$ cat src/rtl/beatp_pkg.sv
package beatp_pkg;
  typedef enum logic {
    BP_WAIT_START = 1'b0,
    BP_WAIT_END   = 1'b1
  } bp_state_e;
endpackage

$ cat src/rtl/beatp_pair_fsm.sv
module beatp_pair_fsm
  import beatp_pkg::*;
#(
  parameter int TAG_W = 16
) (
  input  logic             clk,
  input  logic             rst,
  input  logic             tag_ready,
  input  logic [TAG_W-1:0] tag,
  output logic             pair_done,
  output logic [TAG_W-1:0] pair_span
);
  bp_state_e        state_q;
  logic [TAG_W-1:0] start_q;

  always_ff @(posedge clk) begin
    if (rst) begin
      state_q <= BP_WAIT_START;
      start_q <= '0;
    end else if (tag_ready) begin
      if (state_q == BP_WAIT_START) begin
        start_q <= tag;
        state_q <= BP_WAIT_END;
      end else begin
        state_q <= BP_WAIT_START;
      end
    end
  end

  // modulo 2^TAG_W difference, so a counter wrap still yields a positive span
  assign pair_done = tag_ready && (state_q == BP_WAIT_END);
  assign pair_span = tag - start_q;
endmodule

$ cat src/rtl/beatp_err_sat.sv
module beatp_err_sat #(
  parameter int TAG_W = 16,
  parameter int ERR_W = 17,
  parameter int NOM   = 1024
) (
  input  logic [TAG_W-1:0] span,
  output logic [ERR_W-1:0] err
);
  localparam int CW = ((TAG_W > 31) ? TAG_W : 31) + 2;

  logic signed [CW-1:0] nom_s, span_s, diff_s, max_s, min_s;

  always_comb begin
    nom_s  = CW'(NOM);
    span_s = CW'(span);
    diff_s = nom_s - span_s;
    max_s  = (CW'(1) <<< (ERR_W - 1)) - CW'(1);
    min_s  = -(CW'(1) <<< (ERR_W - 1));
    if (diff_s > max_s)      err = max_s[ERR_W-1:0];
    else if (diff_s < min_s) err = min_s[ERR_W-1:0];
    else                     err = diff_s[ERR_W-1:0];
  end
endmodule

$ cat src/rtl/beatp_arm_gate.sv
module beatp_arm_gate (
  input  logic clk,
  input  logic rst,
  input  logic arm,
  input  logic pair_done,
  output logic deliver,
  output logic armed_q
);
  assign deliver = pair_done && armed_q;

  // a new request wins over the clear caused by a delivery in the same cycle
  always_ff @(posedge clk) begin
    if (rst) armed_q <= 1'b0;
    else     armed_q <= arm || (armed_q && !deliver);
  end
endmodule

$ cat src/rtl/beat_period_collector.sv
module beat_period_collector #(
  parameter int TAG_W = 16,
  parameter int ERR_W = TAG_W + 1,
  parameter int NOM   = 1024
) (
  input  logic             clk,
  input  logic             rst,
  input  logic             tag_ready,
  input  logic [TAG_W-1:0] tag,
  input  logic             arm,
  output logic             valid,
  output logic [TAG_W-1:0] period,
  output logic [ERR_W-1:0] period_err
);
  logic             pair_done;
  logic [TAG_W-1:0] pair_span;
  logic [ERR_W-1:0] span_err;
  logic             deliver;
  logic             armed_q;

  beatp_pair_fsm #(.TAG_W(TAG_W)) u_pair (
    .clk(clk), .rst(rst), .tag_ready(tag_ready), .tag(tag),
    .pair_done(pair_done), .pair_span(pair_span)
  );

  beatp_err_sat #(.TAG_W(TAG_W), .ERR_W(ERR_W), .NOM(NOM)) u_err (
    .span(pair_span), .err(span_err)
  );

  beatp_arm_gate u_arm (
    .clk(clk), .rst(rst), .arm(arm), .pair_done(pair_done),
    .deliver(deliver), .armed_q(armed_q)
  );

  always_ff @(posedge clk) begin
    if (rst || !deliver) begin
      valid      <= 1'b0;
      period     <= '0;
      period_err <= '0;
    end else begin
      valid      <= 1'b1;
      period     <= pair_span;
      period_err <= span_err;
    end
  end
endmodule

$ cat config.mk
export PLATFORM = sky130hd
export DESIGN_NAME = beat_period_collector
export DESIGN_NICKNAME = d
export VERILOG_FILES = /design/src/rtl/beatp_pkg.sv /design/src/rtl/beatp_pair_fsm.sv /design/src/rtl/beatp_err_sat.sv /design/src/rtl/beatp_arm_gate.sv /design/src/rtl/beat_period_collector.sv
export SDC_FILE = /design/constraint.sdc
export NUM_CORES = 1
export LEC_CHECK = 0
export BUFFER_PORTS_ARGS = -buffer_cell sky130_fd_sc_hd__buf_2
export CORE_ASPECT_RATIO = 0.6
export CORE_MARGIN = 8
export CORE_UTILIZATION = 50
export DETAILED_ROUTE_END_ITERATION = 8
export GPL_TIMING_DRIVEN = 0
export PLACE_DENSITY = 0.79
export SYNTH_ARGS = -nofsm -noshare
export SYNTH_HDL_FRONTEND = slang
export SYNTH_SLANG_ARGS = --single-unit
$ cat constraint.sdc
create_clock -name clk -period 5.32 [get_ports clk]
set_clock_uncertainty 0.15 [all_clocks]
set_input_delay 0.798 -clock clk [delete_from_list [all_inputs] [get_ports clk]]
set_output_delay 0.798 -clock clk [all_outputs]
set_load 0.05 [all_outputs]
### Yosys cells after proc, flatten, opt, wreduce, memory -nomap -nowiden

Cells that the tools add are included.
Widths: inputs -> output; s select.

* $add $sub $neg: 2
* magnitude comparators: 2
* muxes and demuxes: 4
* bitwise gates (word level): 1
* reductions and logical operators: 8

Operators with widths (number)
* $gt 33x17->1 const B: 1
* $lt 33x17->1 const B: 1
* $mux 17: 1
* $sub 11x16->17 const A: 1
* $mux 16: 1
* $sub 16x16->16: 1
* $logic_and 1x1->1: 3
* $logic_or 1x1->1: 2
* $mux 1: 2
* $reduce_and 2->1: 1
* $reduce_or 2->1: 1
* $logic_not 1->1: 1
* $not 1->1: 1

* bits in registers: 52
* bits of input ports: 20
* output and inout bits: 34
* logic and storage cells: 24

### Logic depth before layout (Yosys ltp)

Gate-level depths: netlist of the first run.

* depth in word-level cells: 5
* mapped depth: 12
* depth with buffers taken out: 12

### By module

From an unflattened synthesis of the first run, not the netlist that was laid out.

* cell total of the unflattened synthesis: 348
* area, all modules: 2960.3 um2

By module, submodules not included
* beatp_pair_fsm: times used 1, cells an instance 209, area an instance 1510.2 um2, sequential area each 340.3 um2
* beat_period_collector: times used 1, cells an instance 74, area an instance 1006.0 um2, sequential area each 680.7 um2
* beatp_err_sat: times used 1, cells an instance 60, area an instance 397.9 um2, sequential area each 0.0 um2
* beatp_arm_gate: times used 1, cells an instance 5, area an instance 46.3 um2, sequential area each 20.0 um2

### Least setup slack after synthesis of the first run

Ideal clock, no wire load.

* path type: input -> register
* start point: input port tag[0]
* end point: register period_err[12]
* library setup time: 0.129 ns
* data arrival time: 3.160 ns
* data required time: 5.041 ns
* slack: 1.881 ns
* cell stages on the path: 12
* path buffers: 0
* cell sequence: inv_1 > ha_1 > inv_1 > fa_1 > a211oi_1 > o21bai_1 > a211o_1 > nand2_1 > nand4_4 > o41ai_1 > and3_1 > nor3_2

* cells in the longest elaborated chain, start to end: 5
* elaborated cells on any way between the ends: 6
* classes of those cells: add/sub (2); order compare (2); mux (2)

Ends and longest elaborated chain
* start: declaration: line beat_period_collector.sv:9 `input logic [TAG_W-1:0] tag,`
* $sub 16x16->16 *: line beatp_pair_fsm.sv:32 `assign pair_span = tag - start_q;`
* $sub 11x16->17 *: line beatp_err_sat.sv:16 `diff_s = nom_s - span_s;`
* $lt 33x17->1: line beatp_err_sat.sv:20 `else if (diff_s < min_s) err = min_s[ERR_W-1:0];`
* $mux 17: line beatp_err_sat.sv:20
* $mux 16 *: line beatp_err_sat.sv:19 `if (diff_s > max_s) err = max_s[ERR_W-1:0];`
* end signal: assignment: line beat_period_collector.sv:43 `period_err <= span_err;`
* end: declaration: line beat_period_collector.sv:13 `output logic [ERR_W-1:0] period_err`

Every way passes the cells marked *; elsewhere a longest branch is shown, timed or not.
A chain may end at the register's enable or synchronous reset.

### Worst setup path after layout of the first run

Ends and elaborated chain as after synthesis.

==> flow_summary.ini, run 1 <==
[worst_setup_path]
crit_type = in2reg
rrSetupSlack_ps = 1860
cp_max_fo = 6
timing.rr.start = u_pair.start_q[0]
worstPathArrival_ps = 3760
reg2reg_depth = 11
path_buf_inv = 3
crit_path_end_kind = flip-flop
r2r-end = period_err[12]
critPathLaunchType = input pin
slowest_delay_ps = 780
critical-path-top-delay-family = compound AO/OA/AOI/OAI gates
worstPathCellList = buf_2, inv_1, ha_1, inv_1, fa_1, a211oi_1, o21bai_1, a211o_1, nand2_1, nand4_4, o41ai_1, and3_1, nor3_2
crit_top_cell = inv_1
critPathRequiredTime_ps = 5360
cp_slowest_cell = o41ai_1

[clock_network]
clock-sinks = 52
cts-buffers-inserted = 5
clock_path_buffers = 2
ctsResizeCount = 0
worstSkewPairLatency_ps = 310
cts_hold_buf = 0
h-tree-depth = 2
cts_root_buf = clkbuf_8
cts_tree = done
path_clk_slew_ps = 100
post-cts-setup-buffers = 0

[worst_hold_path]
hold_path_startpoint = u_pair.start_q[4]
holdPathEnd = u_pair.start_q[4]
holdCritPathClass = reg2reg
worst_hold_path.num_cells = 2

[floorplan]
initial_core_util = 0.528
die_y_um = 73.0
rows = 20
die_area_um2 = 8110
die_w_um = 111
io_pins = 54
core_area_um2 = 5130

[outcome]
status = finished, final reports clean

[cells_and_area]
design_area_um2 = 3150
drive_gt1_frac = 0.182
stdcell_count = 445
fin_util = 0.614
antenna_cells = 0
syn2layout_area_growth_pct = 16.2
finalNetCount = 415

[synthesis]
synthTopCellsByArea = dfxtp_1 38%, ha_1 7.4%, nand2_1 6.1%
yosysSeqAreaShare = 0.384
synth_cells = 319
synth_edf_count = 0
syn_area_um2 = 2710
synth_top_area_frac = 0.384
ys_ff_latch = 52
synth_cell_types = 50
ys_async_sr_fraction = 0
synth_top_cell_by_area = dfxtp_1
synth_ff_type = dfxtp_1
synth_fp_nets = 356
avgSynthCellArea_um2 = 8.49
synthMostInstantiatedCell = dfxtp_1
ys_warn_count = 0
synth_common_cells = 52 x dfxtp_1, 44 x nand2_1, 25 x a21oi_1, 25 x nor2_1, 21 x inv_1

[placed_design]
place_congestion = 0.837
place_hpwl_mm = 5.17
dpl_cell_area_um2 = 3050
io_buffers = 52
dp.cells = 437

[sta]
max-slew-margin-rel = 0.477
rsz0062_at_grt = no
finalMaxSlewViolations = 0
hold_viol_final = 0
setup_violations = 0
finalSetupTns_ps = 0
fin_crit_sh = 0.700
tightest_slew_ps = 774
period_needed_ps = 3720
max_freq_ghz = 0.269

[routing]
drt_wl_total_mm = 6.59
wl_per_cell_um = 14.8
drt_iter0_drc = 131
num_vias = 2442
drc = 0
antenna_left = 0
drt_first_pass_iters = 4
vias_per_cell = 5.49

[global_route]
grt_pass1_wl_mm = 11.3
grt_util_met2 = 0.272
antenna_found_initial = 0
grt.overflow.total = 0
top_usage_layer = met2
use_met1 = 0.212
grtUsageMet3 = 0.0534
grtUsageTotal = 0.166
grt_max_degree = 19
grt_pass1_vias = 2430

[power_and_ir_drop]
ir_drop_mv = 0.153
leakage_nw = 1.39
pwr_density_cell_nw_per_um2 = 287
totalPowerFinal_mw = 0.904

[run]
maxCapViolations = 0
## metal layers
metal,share of wire,vias to the layer above
li1,-,1230
met1,0.48,1127
met2,0.44,79
met3,0.079,6
met4,0.0046,0
met5,0,-
## worst max path at each step
stage / start / slack, ps / to / depth (start not counted)
2_1_floorplan: tag[0] / 1880 / period_err[12] / 12
3_3_place_gp: tag[0] / 1390 / period_err[12] / 13
3_5_place_dp: tag[0] / 1290 / period_err[12] / 13
4_1_cts: tag[0] / 1600 / period_err[12] / 13
5_1_grt: tag[0] / 1360 / period_err[12] / 13
6_report: tag[0] / 1600 / period_err[12] / 13
## final cells by class
class | count | area (um2)
Fill cell | 477 | 1980
Multi-Input combinational cell | 233 | 1540
Sequential cell | 52 | 1040
Timing Repair Buffer | 52 | 260
Tap cell | 66 | 82.6
Inverter | 21 | 78.8
Clock buffer | 5 | 68.8
Buffer | 13 | 52.6
Clock inverter | 3 | 27.5
## worst reg2reg max path, cell delays in order (launching register included)
cell      delay, ps
dfxtp_1         380
ha_1            180
inv_1            50
fa_1            420
a211oi_1        320
o21bai_1        120
a211o_1         290
nand2_1         170
nand4_4         170
o41ai_1         780
and3_1          270
nor3_2           40
## layout by cell type, fill, tap and decap left out, types with 2 or more instances in the layout
master	count
nor2b_1	3
a21oi_1	25
ha_1	16
nand2b_1	3
clkbuf_1	11
o21a_1	3
a31oi_1	8
inv_1	21
nor4_1	2
nand2_1	44
a21o_1	7
nor2_1	25
clkbuf_8	5
xnor2_1	9
o21ai_0	6
a211oi_1	5
o41ai_1	3
nand3_1	8
and4_1	2
a311oi_1	2
o41a_1	2
o21bai_1	3
buf_2	52
and3_1	7
and2_1	9
or3_1	3
nor3_1	7
dfxtp_1	52
xor2_1	9
a211o_1	2
## sequential cells by signal, indices dropped and copies added (netlist names)
register / flops
period: 16
period_err: 17
u_arm.armed_q: 1
u_pair.start_q: 16
valid: 1
u_pair.state_q: 1
## per-stage QoR
stage               setup WS [ps]  hold slack (ps)
floorplan                    1880              286
global placement             1390              292
detailed placement           1290              296
CTS                          1600              311
global route                 1360              334
finish                       1600              310
## where the power goes
part	internal, mW	switching [mW]
Sequential	0.400	0.00523
Combinational	0.0939	0.167
Clock	0.0969	0.141
Total	0.591	0.313
## kinds of logic after synthesis
kind of cell | count (synthesis) | synth area share
AND/OR/NAND/NOR | 121 | 0.221
flip-flops | 52 | 0.384
XOR/XNOR | 18 | 0.0582
buffers and inverters | 34 | 0.0485
adder cells (fa/ha/maj) | 17 | 0.0813
AO/OA/AOI/OAI | 77 | 0.206
No activity file was read; power rests on OpenSTA's default activity.
==> run 2: changes to the inputs <==
--- a/config.mk
+++ b/config.mk
@@ -5,13 +5,14 @@
 export SDC_FILE = /design/constraint.sdc
 export NUM_CORES = 1
 export LEC_CHECK = 0
+export ABC_AREA = 1
 export BUFFER_PORTS_ARGS = -buffer_cell sky130_fd_sc_hd__buf_2
 export CORE_ASPECT_RATIO = 0.6
 export CORE_MARGIN = 8
 export CORE_UTILIZATION = 50
 export DETAILED_ROUTE_END_ITERATION = 8
 export GPL_TIMING_DRIVEN = 0
-export PLACE_DENSITY = 0.79
+export PLACE_DENSITY = 0.81
 export SYNTH_ARGS = -nofsm -noshare
 export SYNTH_HDL_FRONTEND = slang
 export SYNTH_SLANG_ARGS = --single-unit
==> constraint.sdc (replaced) <==
create_clock -name clk -period 3.4 [get_ports clk]
set_clock_uncertainty 0.15 [all_clocks]
set_input_delay 0.51 -clock clk [delete_from_list [all_inputs] [get_ports clk]]
set_output_delay 0.51 -clock clk [all_outputs]
set_load 0.05 [all_outputs]
==> run 2 against run 1 <==
Effect of this change: total power increased by 76%; sequential power increased by 59%; wire length increased by 12%; largest cell class unchanged; largest power group unchanged.
==> flow_summary.ini, run 2 <==
[outcome]
status = finished, final reports clean

[floorplan]
initial_core_util = 0.514
rows = 21
io_pins = 54
die_y_um = 74.5
die_area_um2 = 8450
core_area_um2 = 5540
die_w_um = 113

[power_and_ir_drop]
comb_power_share = 0.312
p_sw_mw = 0.570
ir_drop_mv = 0.220
clockPowerShare = 0.284
pwr_density_cell_nw_per_um2 = 478
netSwitchingFraction = 0.357
p_seq_frac = 0.404
leakage_nw = 1.78
totalPowerFinal_mw = 1.59
p_int_mw = 1.03

[synthesis]
ys_warn_count = 0
synth_top_area_frac = 0.365
synthTopCellsByArea = dfxtp_1 37%, nand2_1 14%, inv_1 9.4%
syn_area_um2 = 2850
synth_cell_types = 31
synth_common_cells = 104 x nand2_1, 71 x inv_1, 52 x dfxtp_1
ys_async_sr_fraction = 0
yosysSeqAreaShare = 0.365
synth_edf_count = 0
ys_ff_latch = 52
avgSynthCellArea_um2 = 6.78
synth_top_cell_by_area = dfxtp_1
synthMostInstantiatedCell = nand2_1
synth_ff_type = dfxtp_1
synth_cells = 420
synth_fp_nets = 457

[routing]
drc = 0
drt_wl_total_mm = 7.35
wl_per_cell_um = 13.1
vias_per_cell = 4.97
drt_first_pass_iters = 5
drt_iter0_drc = 178
antenna_left = 0
num_vias = 2787

[worst_setup_path]
cp_slowest_cell = fa_1
worstPathCellList = buf_2, inv_1, ha_1, inv_1, fa_1, inv_1, ha_1, inv_1, nor2_1, nand3_1, nor2_4, nand3_2, nand2_2, nand3_1, nand2_1, nor2_1
path_buf_inv = 5
crit_path_end_kind = flip-flop
crit_type = in2reg
slowest_delay_ps = 440
critPathLaunchType = input pin
critical-path-top-delay-family = simple AND/OR/NAND/NOR gates
cp_max_fo = 6
worstPathArrival_ps = 2670
crit_top_cell = inv_1
critPathRequiredTime_ps = 3460

[cells_and_area]
syn2layout_area_growth_pct = 17.1
reg_top3 = period_err (17), period (16), u_pair.start_q (16)
layout_commonest_cell = nand2_1
largest-register = period_err
antenna_cells = 0
largest_reg_flops = 17
final_cell_mix = 104 x nand2_1, 71 x inv_1, 54 x buf_2
drive_gt1_frac = 0.183
finalNetCount = 517

[sta]
fin_crit_sh = 0.769
finalMaxSlewViolations = 0
fin_hold_ws_ps = 246
hold_viol_final = 0
max-slew-margin-rel = 0.657
finalWorstSetupSlack_ps = 787
tightest_slew_ps = 514
finalSetupTns_ps = 0
rsz0062_at_grt = no
max_freq_ghz = 0.383
setup_violations = 0
period_needed_ps = 2610

[worst_hold_path]
holdCritPathClass = in2reg

[placed_design]
place_congestion = 0.903
dp_worst_setup_slack_ps = 491
io_buffers = 53
place_hpwl_mm = 5.92

[global_route]
grt_pass1_vias = 2631
grt_pass1_wl_mm = 12.3
antenna_found_initial = 0
grtUsageTotal = 0.182
grt.overflow.total = 0
grt_max_degree = 17

[clock_network]
h-tree-depth = 2
path_clk_slew_ps = 100
clock_path_buffers = 2
clock-sinks = 52
cts_hold_buf = 0
cts-buffers-inserted = 5
ctsResizeCount = 0
worstSkewPairLatency_ps = 310
cts_root_buf = clkbuf_8
cts_tree = done
post-cts-setup-buffers = 0

[run]
maxCapViolations = 0
-- run 2: changes by cell type after synthesis, sizes merged, moves of 8 or more --
| cell | delta |
|---|---|
| nand2 | +76 |
| inv | +52 |
| nor2 | +21 |
| nand3 | +18 |
| o21ai | +13 |
| xnor2 | -8 |
-- run 2: cell families after synthesis --
| group | after synthesis | synth area share |
|---|---|---|
| AND/OR/NAND/NOR | 213 | 0.337 |
| buffers and inverters | 81 | 0.107 |
| AO/OA/AOI/OAI | 53 | 0.0979 |
| flip-flops | 52 | 0.365 |
| adder cells (fa/ha/maj) | 17 | 0.0773 |
| XOR/XNOR | 4 | 0.0149 |
-- run 2: worst min-delay path, cell delays in order --
cell     delay [ps]
buf_2            80
nand2_1          40
o21ai_0          50
-- run 2: routing by layer --
metal  track usage  vias to the layer above  share of wire
met1         0.253                     1253           0.49
li1              -                     1432              -
met4        0.0440                        0         0.0065
met5             0                        -              0
met3        0.0600                        5           0.11
met2         0.264                       97           0.39
-- run 2: cell type report --
type                       count  area (um2)
sequential                    52        1040
fill                         565        2210
inverter                      74         278
timing repair buffer          53         265
clock inverter                 2        38.8
buffer                         7        27.5
clock buffer                   6        82.6
multi-input combinational    287        1500
tap                           80         100
-- run 2: power by group through the flow --
stage | Clock (mW) | Sequential, mW | Combinational (mW)
2_1_floorplan | 0 | 0.693 | 0.337
3_3_place_gp | 0 | 0.657 | 0.475
4_1_cts | 0.462 | 0.644 | 0.490
6_report | 0.454 | 0.644 | 0.497
5_1_grt | 0.488 | 0.647 | 0.557
3_5_place_dp | 0 | 0.658 | 0.486
-- run 2: worst paths after layout --
path	start	end	slack, ps	cells past startpoint
worst max-delay path	tag[0]	period_err[14]	790	16
worst min-delay path	arm	u_arm.armed_q	250	3
worst max register to register	u_pair.start_q[0]	period_err[14]	790	14
worst min register to register	u_pair.start_q[2]	u_pair.start_q[2]	310	2
-- run 2: metrics by stage --
step,instance area [um2],std cells,utilization
5_1_grt,3340,561,0.602
2_1_floorplan,2850,420,-
4_1_cts,3340,561,0.602
3_5_place_dp,3210,553,0.580
3_3_place_gp,3210,553,0.580
6_report,3340,561,0.602
==> run 3: changes to the inputs <==
==> constraint.sdc (replaced) <==
create_clock -name clk -period 2.2 [get_ports clk]
set_clock_uncertainty 0.15 [all_clocks]
set_input_delay 0.33 -clock clk [delete_from_list [all_inputs] [get_ports clk]]
set_output_delay 0.33 -clock clk [all_outputs]
set_load 0.05 [all_outputs]
==> run 3 against run 2 <==
Effect of this change: the flow now finishes with violations (negative setup slack); critical path depth down 2; first-iteration DRC count down 2.2%; utilization up 7.9 points; die area unchanged; wire length up 11%; critical path type is now reg2reg; largest cell class unchanged; highest routed layer unchanged.
==> flow_summary.ini, run 3 (synthesized netlist as in run 2, its figures left out) <==
[floorplan]
die_w_um = 113
core_area_um2 = 5540
io_pins = 54
die_area_um2 = 8450
initial_core_util = 0.514
rows = 21
die_y_um = 74.5

[sta]
fin_hold_ws_ps = 73.0
hold_viol_final = 0
rsz0062_at_grt = yes
fin_crit_sh = 1.09
finalMaxSlewViolations = 0
period_needed_ps = 2390
finalWorstSetupSlack_ps = -188
setup_violations = 10
tightest_slew_ps = 531
max_freq_ghz = 0.419
max-slew-margin-rel = 0.646

[worst_setup_path]
cp_max_fo = 4
worstPathArrival_ps = 2440
rrSetupSlack_ps = -190
critPathLaunchType = flip-flop
crit_path_end_kind = flip-flop
crit_type = reg2reg
critPathRequiredTime_ps = 2250

[cells_and_area]
syn2layout_area_growth_pct = 32.4
layout_commonest_cell = nand2_1
finalNetCount = 536
largest_reg_flops = 17
fin_util = 0.680
reg_top3 = period_err (17), period (16), u_pair.start_q (16)
drive_gt1_frac = 0.300
stdcell_count = 580
antenna_cells = 0
final_cell_mix = 94 x nand2_1, 67 x inv_1, 54 x buf_2
largest-register = period_err

[global_route]
grt_pass1_vias = 2693
grtUsageTotal = 0.186
use_met1 = 0.241
grtUsageMet3 = 0.0511
grt_max_degree = 17
top_usage_layer = met2
antenna_found_initial = 0
grt_util_met2 = 0.304
grt.overflow.total = 0
grt_pass1_wl_mm = 12.4

[placed_design]
io_buffers = 53
dp.cells = 553
place_congestion = 0.885
place_hpwl_mm = 5.94

[clock_network]
cts_root_buf = clkbuf_8
path_clk_slew_ps = 100
clock_path_buffers = 2
clock-sinks = 52
h-tree-depth = 2
cts-buffers-inserted = 5
worstSkewPairLatency_ps = 310
cts_tree = done

[routing]
wl_per_cell_um = 14.0
antenna_left = 0
drt_wl_total_mm = 8.12
vias_per_cell = 5.03
drt_first_pass_iters = 6
drt_iter0_drc = 174
drc = 0
num_vias = 2917

[worst_hold_path]
holdCritPathClass = in2reg

[outcome]
status = finished with violations
violations = negative setup slack

[run]
maxCapViolations = 0

[power_and_ir_drop]
totalPowerFinal_mw = 2.69
ir_drop_mv = 0.361
leakage_nw = 1.92
pwr_density_cell_nw_per_um2 = 714
-- run 3: routing by layer --
layer,wire length (um),vias up
met1,3700,1299
met4,111,0
met3,785,17
met2,3530,130
met5,0,-
li1,-,1471
-- run 3: layout make-up --
type | instances | area [um2]
buffer | 7 | 27.5
clock buffer | 6 | 82.6
clock inverter | 2 | 38.8
fill | 491 | 1770
inverter | 74 | 294
multi-input combinational | 287 | 1760
sequential | 52 | 1040
tap | 80 | 100
timing repair buffer | 72 | 423
-- run 3: worst max-delay path: stages (launching register included) --
cell	delay, ps
dfxtp_2	360
ha_4	130
inv_4	30
fa_2	420
xor2_4	230
nor3_4	140
nand2_1	90
clkinv_2	70
nand2_4	70
nor2_4	140
nand3_2	130
nand2_2	120
nand3_1	90
nand2_1	70
nor2_1	40
-- run 3: final timing paths --
kind,to,cells past startpoint,startpoint
max,period_err[13],14,u_pair.start_q[0]
min,u_arm.armed_q,3,arm
max reg2reg,period_err[13],14,u_pair.start_q[0]
min reg2reg,u_pair.start_q[9],2,u_pair.start_q[9]
-- run 3: through the flow --
stage / setup slack (ps) / area [um2] / TNS [ps]
global placement: -379 / 3290 / -3050
floorplan: -14.8 / 2920 / -16.8
global route: -312 / 3770 / -2580
detailed placement: -441 / 3290 / -3760
CTS: -111 / 3600 / -868
finish: -188 / 3770 / -1270
-- run 3: repair_timing --
item | CTS | global route
pin swaps | 15 | 10
endpoints found under the setup margin | 11 | 12
gates cloned | 0 | 0
hold buffers | 0 | 0
buffers inserted | 10 | 9
resized for setup | 21 | 26
-- run 3: report_power, final --
part / internal (mW) / total (mW) / switching (mW)
registers: 0.984 / 0.996 / 0.0121
clock network: 0.372 / 0.703 / 0.330
logic: 0.346 / 0.995 / 0.649
total: 1.70 / 2.69 / 0.991
